<file path="config.mk">
export PLATFORM = sky130hd
export DESIGN_NAME = apb_regbank
export DESIGN_NICKNAME = d
export VERILOG_FILES = /design/src/rtl/regbank_pkg.sv /design/src/rtl/regbank_wait.sv /design/src/rtl/regbank_decode.sv /design/src/rtl/regbank_store.sv /design/src/rtl/apb_regbank.sv
export SDC_FILE = /design/constraint.sdc
export NUM_CORES = 1
export LEC_CHECK = 0
export ABC_AREA = 1
export ABC_CLOCK_PERIOD_IN_PS = 3150
export BUFFER_PORTS_ARGS = -buffer_cell sky130_fd_sc_hd__buf_2
export CAP_MARGIN = 20
export CORE_MARGIN = 1
export CORE_UTILIZATION = 40
export DETAILED_ROUTE_END_ITERATION = 8
export PLACE_DENSITY = 0.56
export RECOVER_POWER = 50
export SLEW_MARGIN = 30
export SYNTH_ARGS = -nofsm -noshare
export SYNTH_HDL_FRONTEND = slang
export SYNTH_HIERARCHICAL = 1
export SYNTH_SLANG_ARGS = --single-unit
</file>
<file path="constraint.sdc">
create_clock -name clk -period 3.15 [get_ports clk]
set_clock_uncertainty 0.15 [all_clocks]
set_input_delay 0.4725 -clock clk [delete_from_list [all_inputs] [get_ports clk]]
set_output_delay 0.4725 -clock clk [all_outputs]
set_load 0.02 [all_outputs]
</file>
<file path="src/rtl/regbank_pkg.sv">
package regbank_pkg;
    localparam int unsigned DATA_W   = 32;
    localparam int unsigned ADDR_W   = 6;
    localparam int unsigned NUM_REGS = 8;
    localparam int unsigned PROT_REG = 7;
    localparam int unsigned WAIT_W   = 4;
    localparam int unsigned LANES    = DATA_W / 8;
    localparam int unsigned IDX_W    = ADDR_W - 2;

    typedef logic [DATA_W-1:0] word_t;
    typedef logic [IDX_W-1:0]  idx_t;

    typedef struct packed {
        idx_t idx;
        logic mapped;
        logic denied;
    } dec_t;

    function automatic word_t merge_lanes(word_t old_w, word_t new_w, logic [LANES-1:0] strb);
        word_t res;
        for (int i = 0; i < LANES; i++)
            res[8*i +: 8] = strb[i] ? new_w[8*i +: 8] : old_w[8*i +: 8];
        return res;
    endfunction

    function automatic logic prot_allows(logic [2:0] prot);
        return prot[0] && !prot[1];
    endfunction
endpackage

</file>
<file path="src/rtl/regbank_wait.sv">
module regbank_wait
    import regbank_pkg::*;
#(
    parameter int unsigned CNT_W = WAIT_W
) (
    input  logic             clk,
    input  logic             rst_n,
    input  logic             access,
    input  logic [CNT_W-1:0] wait_cnt,
    output logic             ready
);
    logic             busy_q;
    logic [CNT_W-1:0] cnt_q;

    always_comb ready = access && (busy_q ? (cnt_q == '0) : (wait_cnt == '0));

    always_ff @(posedge clk) begin
        if (!rst_n) begin
            busy_q <= 1'b0;
            cnt_q  <= '0;
        end else if (!access || ready) begin
            busy_q <= 1'b0;
        end else if (!busy_q) begin
            busy_q <= 1'b1;
            cnt_q  <= wait_cnt - 1'b1;
        end else begin
            cnt_q  <= cnt_q - 1'b1;
        end
    end

    property p_no_early_ready;
        @(posedge clk) disable iff (!rst_n)
        (access && busy_q && cnt_q > 1) |=> !ready;
    endproperty
    assert_no_early_ready_R3: assert property (p_no_early_ready);
endmodule

</file>
<file path="src/rtl/regbank_decode.sv">
module regbank_decode
    import regbank_pkg::*;
(
    input  logic [ADDR_W-1:0] paddr,
    input  logic              pwrite,
    input  logic [2:0]        pprot,
    output dec_t              dec
);
    logic unused_dec;
    assign unused_dec = ^{paddr[1:0], pprot[2]};

    always_comb begin
        dec.idx    = paddr[ADDR_W-1:2];
        dec.mapped = (32'(dec.idx) < NUM_REGS);
        dec.denied = !dec.mapped ||
                     (pwrite && 32'(dec.idx) == PROT_REG && !prot_allows(pprot));
    end
endmodule

</file>
<file path="src/rtl/regbank_store.sv">
module regbank_store
    import regbank_pkg::*;
(
    input  logic             clk,
    input  logic             rst_n,
    input  logic             we,
    input  idx_t             idx,
    input  word_t            wdata,
    input  logic [LANES-1:0] wstrb,
    output word_t            rword
);
    word_t regs_q [NUM_REGS];

    for (genvar g = 0; g < NUM_REGS; g++) begin : g_reg
        always_ff @(posedge clk) begin
            if (!rst_n)
                regs_q[g] <= '0;
            else if (we && 32'(idx) == g)
                regs_q[g] <= merge_lanes(regs_q[g], wdata, wstrb);
        end

        property p_hold;
            @(posedge clk) disable iff (!rst_n)
            !(we && 32'(idx) == g) |=> $stable(regs_q[g]);
        endproperty
        assert_reg_hold_R4: assert property (p_hold);
    end

    always_comb rword = (32'(idx) < NUM_REGS) ? regs_q[idx[$clog2(NUM_REGS)-1:0]] : '0;
endmodule

</file>
<file path="src/rtl/apb_regbank.sv">
module apb_regbank
    import regbank_pkg::*;
(
    input  logic              clk,
    input  logic              rst_n,
    input  logic              psel,
    input  logic              penable,
    input  logic              pwrite,
    input  logic [ADDR_W-1:0] paddr,
    input  logic [DATA_W-1:0] pwdata,
    input  logic [LANES-1:0]  pstrb,
    input  logic [2:0]        pprot,
    input  logic [WAIT_W-1:0] wait_cnt,
    output logic [DATA_W-1:0] prdata,
    output logic              pready,
    output logic              pslverr
);
    logic  access, ready, done, we;
    dec_t  dec;
    word_t rword;

    assign access = psel && penable;

    regbank_wait #(.CNT_W(WAIT_W)) u_wait (
        .clk(clk), .rst_n(rst_n), .access(access), .wait_cnt(wait_cnt), .ready(ready)
    );

    regbank_decode u_dec (
        .paddr(paddr), .pwrite(pwrite), .pprot(pprot), .dec(dec)
    );

    assign done = access && ready;
    assign we   = done && pwrite && !dec.denied;

    regbank_store u_store (
        .clk(clk), .rst_n(rst_n), .we(we), .idx(dec.idx),
        .wdata(pwdata), .wstrb(pstrb), .rword(rword)
    );

    assign pready  = ready;
    assign pslverr = done && dec.denied;
    assign prdata  = (done && !pwrite && !dec.denied) ? rword : '0;

    property p_err_window;
        @(posedge clk) disable iff (!rst_n)
        pslverr |-> (psel && penable && pready);
    endproperty
    assert_err_window_R5: assert property (p_err_window);

    property p_guard;
        @(posedge clk) disable iff (!rst_n)
        (done && pwrite && paddr[ADDR_W-1:2] == IDX_W'(PROT_REG) && (!pprot[0] || pprot[1]))
            |-> pslverr;
    endproperty
    assert_guard_err_R6: assert property (p_guard);

    property p_unmapped;
        @(posedge clk) disable iff (!rst_n)
        (done && 32'(paddr[ADDR_W-1:2]) >= NUM_REGS) |-> (pslverr && prdata == '0);
    endproperty
    assert_unmapped_R7: assert property (p_unmapped);

    property p_rdata_idle;
        @(posedge clk) disable iff (!rst_n)
        !(psel && penable && pready) |-> prdata == '0;
    endproperty
    assert_rdata_idle_R8: assert property (p_rdata_idle);
endmodule

</file>
== After elaboration in Yosys (flattened, before gate mapping) ==
Memories as Yosys holds them, arrays and structs flattened.
Cells that the tools add are included.

* Bits in registers: 5
* Bits in writable memories: 256
* Input bits: 54
* Logic and storage cells: 233
* Memories kept: 1

{| class="wikitable"
|+ Memories
! name !! words !! bits a word !! rd ports !! clocked after Yosys merged registers in !! wr ports !! line !! text
|-
| u_store.regs_q || 8 || 32 || 1 || 0 || 8 || regbank_store.sv:12 || <nowiki>word_t regs_q [NUM_REGS];</nowiki>
|}

* Add/sub/neg operators: 2
* Order comparisons: 1
* Equal/unequal tests: 39
* Mux-type cells: 94
* Bitwise operators: 32
* Reduce and logical (&&, ||, !) cells: 62

{| class="wikitable"
|+ Operators with widths
! kind !! count
|-
| 2-to-1 mux 8 bit || 64
|-
| 2-to-1 mux 32 bit || 2
|-
| AND reduction 2 bit || 32
|-
| != test 1 bit (second input constant) || 32
|-
| bitwise OR 1 bit || 32
|-
| 2-to-1 mux 1 bit || 27
|-
| logical AND 1 bit || 19
|-
| == test 4 x 3 -> 1 bit (second input constant) || 4
|-
| logical NOT 4 bit || 3
|-
| == test 4 x 2 -> 1 bit (second input constant) || 2
|-
| subtractor 4 x 1 -> 4 bit (second input constant) || 2
|-
| logical NOT 1 bit || 6
|-
| == test 4 x 1 -> 1 bit (second input constant) || 1
|-
| < comparator 4 bit (second input constant) || 1
|-
| 2-to-1 mux 4 bit || 1
|-
| logical OR 1 bit || 2
|}

== Logic depth before layout (Yosys ltp) ==
Gate-level depths: netlist of the first run.

* Word-level depth: 13
* Mapped depth: 13

== Modules after synthesis ==
Netlist of the first run, hierarchy kept.

{| class="wikitable"
|+ Modules (own cells, without submodules)
! module !! times used !! cells each !! area each (um^2)
|-
| regbank_store || 1 || 1,354 || 12,042.8
|-
| apb_regbank || 1 || 78 || 461.7
|-
| regbank_wait || 1 || 52 || 347.8
|-
| regbank_decode || 1 || 12 || 60.1
|}

== Worst setup path before layout of the first run ==
Ideal clock, no wire load.

* Path type: input-to-reg
* Start: input wait_cnt[1]
* End: memory u_store/regs_q[2][0] (netlist bit), enable pin
* Library setup time: 329 ps
* Arrival: 2,752 ps
* Required time: 2,671 ps
* Slack: -81 ps
* Stages: 11
* Buffers on the path: 0
* Cell sequence: nor2_1 > nand3_2 > a21boi_0 > inv_1 > nor2_4 > inv_1 > nor2_1 > nand2_1 > nor3_4 > nand3_2 > nand2_1

{| class="wikitable"
|+ RTL lines
! what !! line !! text
|-
| from (decl) || apb_regbank.sv:13 || <nowiki>input logic [WAIT_W-1:0] wait_cnt,</nowiki>
|-
| to (decl) || regbank_store.sv:12 ||
|}

==> results.cfg, run 1 <==
[grt]
overflow = 0
grt_pass1_vias = 9204
track_usage = 0.1928
antenna_found_initial = 0
grt_pass1_wl_um = 49200
grt_max_degree = 91

[sta]
period_share = 0.9043
rsz0062_at_grt = no
finalHoldViolations = 0
timing.hold.ws_ps = 140.5
fin_tns_setup_ps = 0
fmax_ghz = 0.3511
setup_ws_ps = 301.5
period_minus_slack_ps = 2848
slew_headroom = 0.6860
final_max_slew_viol_count = 0
worst-slew-pin-transition_ps = 470.9
setup_viol = 0

[cells_and_area]
regArea_um2 = 7787
fillers = 3122
instances_no_fill = 2024
post-route-util = 0.4618
layout.nets = 1654
syn2layout_area_growth_pct = 13.15
multi_input_area_um2 = 4330
drive_above_1_share = 0.1160

[route]
via_per_inst = 4.742
vias = 9597
wl_per_cell_um = 15.42
totalWireLength_um = 31210
drt_first_pass_iters = 5
drtIter0Drc = 553
ant_nets = 0
drc = 0

[synth]
synth_area_um2 = 12910
syn_avg_cell_area_um2 = 8.631
synthCells = 1496
syn-num-nets = 1551
yosys_register_bits = 261
synthDistinctLibCells = 29
yosys_warnings = 6
yosysSeqAreaShare = 0.6031

[worst_setup_path]
critical_path_arrival_ps = 2890
critical_path_class = reg2reg
critPathLaunchType = register
cp_max_fo = 8
cp.required_ps = 3190
crit_path_end_kind = register

[clock_tree]
cts_setup_buffers = 0
cts_resized = 0
h-tree-depth = 1
numCtsBuffers = 28
clkSlewWorstSetupHoldPaths_ps = 60
cts.sinks = 261
cts_root_buffer = clkbuf_16
cts.path.max_buffers = 3
cts-hold-fix-buffers = 0
cts_tree = yes
insertion_delay_ps = 530

[floorplanning]
start_util = 0.4081
dieHeight_um = 181.7
core_um2 = 31640
ios = 88
die_x_um = 181.7
rows = 65
dieArea_um2 = 33000

[pwr]
power_density_nw_per_um2 = 524.0
ir_worst_vdd_mv = 0.3217
p_leak_nw = 6.764

[place]
portBuffers = 84
place_congestion = 0.7658
pre_cts_slack_ps = 79.12
hpwl_um = 20340
place_inst = 1971

[hold_path]
hp-class = in2reg

[job]
drv_cap = 0

[outcome]
status = complete, no violations
-- metrics by stage --
stage | instance area (um2) | total power [mW]
floorplan | 12910 | 4.402
global route | 14610 | 7.936
detailed placement | 14020 | 4.609
CTS | 14900 | 7.730
global placement | 14020 | 4.599
finish | 14610 | 7.656
-- flip-flops by register name, summed over array words and instances, names as in the netlist --
signal,cells
u_store/regs_q,256
u_wait/busy_q,1
u_wait/cnt_q,4
-- final timing paths --
check,startpoint,depth (start not counted),slack [ps],endpoint
setup reg to reg,u_wait/cnt_q[0],12,300,u_store/regs_q[2][10]
hold / removal,wait_cnt[0],4,140,u_wait/cnt_q[0]
hold reg to reg,u_wait/cnt_q[3],4,400,u_wait/cnt_q[3]
setup / recovery,u_wait/cnt_q[0],12,300,u_store/regs_q[2][10]
-- critical path: stages (launching register included) --
cell and delay (ps):
dfxtp_1 310, nor2_1 150, nand3_2 100, a21boi_0 220
inv_1 100, nor2_4 140, inv_1 60, nor2_1 80
nand2_1 190, nor3_1 330, buf_4 210, nand3_1 120
nand2_1 350
-- layout make-up --
| class | count | area share |
|---|---|---|
| diodes | 1 | 0.0001713 |
| clock buffers | 41 | 0.05481 |
| clock inverters | 11 | 0.005652 |
| inverters | 85 | 0.02201 |
| multi-input cells | 1083 | 0.2964 |
| flip-flops and latches | 261 | 0.5330 |
| well taps | 402 | 0.03443 |
| repair buffers | 140 | 0.05352 |
-- synth_stat cells (all sizes together) --
cell	instances	area (um2)
nand2	737	2776
nand3b	1	7.510
o21bai	1	7.510
buf	43	231.5
o21ai	2	13.76
nand4	8	100.1
ha	1	12.51
nand3	20	202.7
dfxtp	5	100.1
edfxtp	256	7687
inv	85	319.1
nor3	4	52.55
clkbuf	24	90.09
a21boi	1	7.510
a21oi	2	10.01
nor2	306	1294
-- layout by cell type (no fill, tap or decap), types with 8 or more instances in the layout --
cell type and instances:
nand2_1 735, nor2_1 272, edfxtp_1 256, buf_2 82, inv_1 81, clkbuf_1 46, clkbuf_16 29, nor2_2 21
nand3_1 17, buf_4 15, nor2_4 13, nand4_1 8
-- report_power, final --
part           total (mW)  internal (mW)  switching [mW]
Clock                3.14           1.84            1.30
Combinational       0.573          0.147           0.426
Sequential           3.95           3.92          0.0307
Total                7.66           5.90            1.75
-- per-layer routing --
layer	global-route usage	routed length [um]	up-vias
met2	0.3402	15420	186
li1	-	-	4891
met5	0	0	-
met1	0.2543	14000	4483
met4	0.04237	437	0
met3	0.02226	1357	37
-- cell families (layout without fill, tap and decap cells) --
group	Yosys count	in the layout	share of synthesized area
buf+inv	152	277	0.04961
other cells	0	1	0
compound gates	6	6	0.003004
simple gates	1076	1076	0.3433
fa+ha+maj	1	1	0.0009688
flops	261	261	0.6031
Note: power is estimated with default switching activity, not from simulation.
==> inputs of run 2 (changes only) <==
- CORE_ASPECT_RATIO: not set -> 0.7
- RECOVER_POWER: 50 -> not set
==> run 2 against run 1 <==
Effect of this change: first-iteration DRC count is 28% higher; highest routed layer unchanged; utilization is 1.3 points higher; largest cell class unchanged; maximum frequency is 1.7% lower; global-route usage is 0.50 points higher; largest power group unchanged; clock-buffer cell count is 4 lower.
==> results.cfg, run 2 (synthesized netlist as in run 1, its figures left out) <==
[clock_tree]
cts_resized = 0
cts.path.max_buffers = 3
cts_setup_buffers = 0
h-tree-depth = 1
clkSlewWorstSetupHoldPaths_ps = 70
cts_tree = yes
insertion_delay_ps = 540
numCtsBuffers = 26
cts_root_buffer = clkbuf_16
cts-hold-fix-buffers = 0
cts.sinks = 261

[cells_and_area]
largest_register_ffs = 256
regArea_um2 = 7787
post-route-util = 0.4752
largestRegisters = u_store/regs_q x256, u_wait/cnt_q x4, u_wait/busy_q x1
diodes = 0
multi_input_area_um2 = 4489
layout_common_cells = 735 x nand2_1, 272 x nor2_1, 256 x edfxtp_1
instances_no_fill = 2041
drive_above_1_share = 0.1579
top_register = u_store/regs_q
layout.nets = 1656
fillers = 3115
final_common_cell = nand2_1
syn2layout_area_growth_pct = 15.87

[sta]
worst-slew-pin-transition_ps = 692.1
finalHoldViolations = 0
setup_viol = 0
period_minus_slack_ps = 2898
fin_tns_setup_ps = 0
period_share = 0.9199
slew_headroom = 0.5381
fmax_ghz = 0.3451
rsz0062_at_grt = no
final_max_slew_viol_count = 0

[route]
drtIter0Drc = 709
totalWireLength_um = 32510
vias = 9770
drt_first_pass_iters = 5
wl_met3_um = 1873
met2_length_um = 14070
drc = 0
wl_per_cell_um = 15.93
via_per_inst = 4.787
routed.top_layer = met4
ant_nets = 0
drt-met1-wl_um = 15940

[pwr]
p_total_mw = 7.722
ir_worst_vdd_mv = 0.4307
p_leak_nw = 6.948
power_density_nw_per_um2 = 516.1

[worst_setup_path]
slowest_delay_ps = 490
crit_path_end_kind = register
cp.required_ps = 3190
cp_max_fo = 8
cp.buffers_inverters = 3
worstPathCellList = nand3_2 -> a21boi_1 -> inv_1 -> nor2_4 -> inv_1 -> nor2_1 -> nand2_1 -> nor3_4 -> buf_12 -> nand3_2 -> nand2_1
critical_path_arrival_ps = 2940
critPathLaunchType = register
cp_top_family = simple AND/OR/NAND/NOR gates
critPathSlowestCell = dfxtp_1
critical_path_class = reg2reg

[hold_path]
hp-class = in2reg

[grt]
track_usage = 0.1978
antenna_found_initial = 0
grt_pass1_wl_um = 50750
grt_max_degree = 54
grt_pass1_vias = 9066
overflow = 0

[floorplanning]
die_x_um = 216.7
dieArea_um2 = 33010
start_util = 0.4101
rows = 54
core_um2 = 31490
dieHeight_um = 152.3
ios = 88

[place]
place_inst = 1993
portBuffers = 84
hpwl_um = 21400
place_congestion = 0.7750

[job]
drv_cap = 0

[outcome]
status = complete, no violations
[run 2: cell types whose count changed in the layout (fill, tap and decap cells not counted), sizes merged]
cell    previous run  this run
inv               86        85
diode              1         0
buf              103       144
clkbuf            78        37
bufinv             1         2
[run 2: area by class of cell]
cell class                      instances  area share
Tap cell                              420     0.03512
Clock inverter                         11    0.006941
Multi-Input combinational cell       1083      0.3001
Clock buffer                           37     0.05168
Timing Repair Buffer                  144     0.06423
Inverter                               85     0.02149
Sequential cell                       261      0.5205
[run 2: per-layer routing]
| metal | global-route usage | vias to the layer above |
|---|---|---|
| met2 | 0.2956 | 290 |
| li1 | - | 4890 |
| met3 | 0.02435 | 44 |
| met4 | 0.04427 | 0 |
| met1 | 0.3052 | 4546 |
| met5 | 0 | - |
[run 2: stage by stage]
stage	cell area, um2	worst slack, ps	hold WS [ps]
floorplan	12910	132.5	356.9
global placement	14080	95.42	374.6
detailed placement	14080	13.89	386.0
CTS	14960	222.1	135.1
global route	14960	53.23	148.9
finish	14960	252.3	155.6
[run 2: worst register-to-register path, delay by kind of cell (launching register included)]
family / cells / cell delay [ps]
compound gates: 1 / 200
buf+inv: 3 / 350
simple gates: 7 / 1360
flops: 1 / 490
[run 2: path summary, 6_finish.rpt]
| path | from | endpoint | slack [ps] | depth (start not counted) |
|---|---|---|---|---|
| setup reg to reg | u_wait/busy_q | u_store/regs_q[2][1] | 250 | 11 |
| hold / removal | wait_cnt[0] | u_wait/cnt_q[0] | 160 | 4 |
| setup / recovery | u_wait/busy_q | u_store/regs_q[2][1] | 250 | 11 |
| hold reg to reg | u_wait/cnt_q[1] | u_wait/cnt_q[1] | 390 | 4 |
[run 2: power breakdown]
group,internal (mW),switching [mW]
clock,1.87,1.31
combinational,0.152,0.444
sequential,3.91,0.0329
==> inputs of run 3 (changes only) <==
- MAX_ROUTING_LAYER: not set -> met4
==> run 3 against run 2 <==
Effect of this change: sequential cell count unchanged; global-route usage increased by 0.62 points; design area stayed put; routed wire length barely moved; worst hold slack lost 0.78 ps; first-iteration DRC count increased by 0.28%; die area is the same; clock-buffer cell count stayed put; maximum frequency grew 0.21%; clock power about the same; non-clock buffer count did not move; highest routed layer unchanged.
==> results.cfg, run 3 (synthesized netlist as in run 1, its figures left out) <==
[outcome]
status = complete, no violations

[route]
ant_nets = 0
via_per_inst = 4.786
vias = 9768
drc = 0
drt_first_pass_iters = 5
wl_per_cell_um = 15.93
totalWireLength_um = 32510
drtIter0Drc = 711

[cells_and_area]
layout.nets = 1656
drive_above_1_share = 0.1579
fillers = 3115
syn2layout_area_growth_pct = 15.87
largest_register_ffs = 256
post-route-util = 0.4752
layout_common_cells = 735 x nand2_1, 272 x nor2_1, 256 x edfxtp_1
multi_input_area_um2 = 4489
final_common_cell = nand2_1
largestRegisters = u_store/regs_q x256, u_wait/cnt_q x4, u_wait/busy_q x1
top_register = u_store/regs_q
regArea_um2 = 7787
diodes = 0

[clock_tree]
clkSlewWorstSetupHoldPaths_ps = 70
cts.path.max_buffers = 3
cts-hold-fix-buffers = 0
cts_resized = 0
cts.sinks = 261
numCtsBuffers = 26
cts_setup_buffers = 0
cts_tree = yes
cts_root_buffer = clkbuf_16
h-tree-depth = 1
insertion_delay_ps = 540

[worst_setup_path]
setup.worst_path.end = prdata[20]
regToRegStartpoint = u_wait/busy_q
startpoint = u_wait/busy_q
reg2reg_slack_ps = 260
slowest_delay_ps = 490
crit_path_end_kind = primary output
worstPathCellList = nand3_2 -> a21boi_1 -> inv_1 -> nor2_4 -> nand2_4 -> buf_12 -> nor2_4 -> buf_2
worstReg2RegEnd = u_store/regs_q[2][1]
cp_top_family = simple AND/OR/NAND/NOR gates
cp_max_fo = 27
critical_path_class = reg2out
critical_path_arrival_ps = 2270
cp.required_ps = 2530
cpMostUsedCell = nor2_4
critPathLaunchType = register
crit_cells = 8
r2r_cells = 11
cp.buffers_inverters = 3
critPathSlowestCell = dfxtp_1

[hold_path]
hp-class = in2reg

[sta]
period_minus_slack_ps = 2892
slew_headroom = 0.5345
fmax_ghz = 0.3458
final_max_slew_viol_count = 0
rsz0062_at_grt = no
worst-slew-pin-transition_ps = 697.5
setup_viol = 0
fin_tns_setup_ps = 0
finalHoldViolations = 0
period_share = 0.9180

[floorplanning]
dieArea_um2 = 33010
dieHeight_um = 152.3
ios = 88
rows = 54
start_util = 0.4101
die_x_um = 216.7
core_um2 = 31490

[place]
place_congestion = 0.7879
hpwl_um = 21400
portBuffers = 84

[pwr]
power_density_nw_per_um2 = 516.6
ir_worst_vdd_mv = 0.4326
p_leak_nw = 6.948

[grt]
grt_pass1_wl_um = 50780
overflow = 0
track_usage = 0.2040
antenna_found_initial = 0
grt_pass1_vias = 9064
grt_max_degree = 54

[job]
drv_cap = 0
==> run 3: final cells by class <==
class | instances | share of cell area
sequential | 261 | 0.5205
multi-input combinational | 1083 | 0.3001
timing repair buffer | 144 | 0.06423
clock buffer | 37 | 0.05168
tap | 420 | 0.03512
inverter | 85 | 0.02149
clock inverter | 11 | 0.006941
==> run 3: power breakdown <==
group          switching, mW  internal (mW)
clock                   1.32           1.87
sequential            0.0328           3.91
combinational          0.444          0.152
total                   1.80           5.93
==> run 3: worst min path at each step <==
stage                    startpoint         endpoint  depth (start not counted)
global route            wait_cnt[0]  u_wait/cnt_q[0]                          4
detailed placement  u_wait/cnt_q[3]  u_wait/cnt_q[3]                          4
global placement    u_wait/cnt_q[0]  u_wait/cnt_q[0]                          4
finish                  wait_cnt[0]  u_wait/cnt_q[0]                          4
CTS                     wait_cnt[0]  u_wait/cnt_q[0]                          4
floorplan           u_wait/cnt_q[2]  u_wait/cnt_q[2]                          4
==> run 3: routing by layer <==
metal,part of all wire,vias up,GRT usage
li1,-,4891,-
met1,0.49,4549,0.3059
met2,0.43,284,0.2950
met3,0.056,44,0.02435
met4,0.019,0,0.04427
met5,0,-,-
==> run 3: tightest hold or removal path: cells and delay by family <==
| family | cells | cell delay [ps] |
|---|---|---|
| AOI/OAI and AO/OA | 1 | 70 |
| buffers and inverters | 1 | 90 |
| and+or+nand+nor | 2 | 170 |
==> run 3: through the flow <==
| step | power, mW | instance area, um2 | hold WS (ps) | std cells | setup slack [ps] |
|---|---|---|---|---|---|
| after floorplan | 4.402 | 12910 | 356.9 | 1496 | 132.5 |
| after global placement | 4.613 | 14080 | 374.6 | 1993 | 95.42 |
| after detailed placement | 4.619 | 14080 | 386.0 | 1993 | 13.89 |
| after CTS | 7.785 | 14960 | 135.1 | 2041 | 222.1 |
| after global routing | 7.988 | 14960 | 147.6 | 2041 | 53.46 |
| final | 7.730 | 14960 | 154.8 | 2041 | 258.4 |
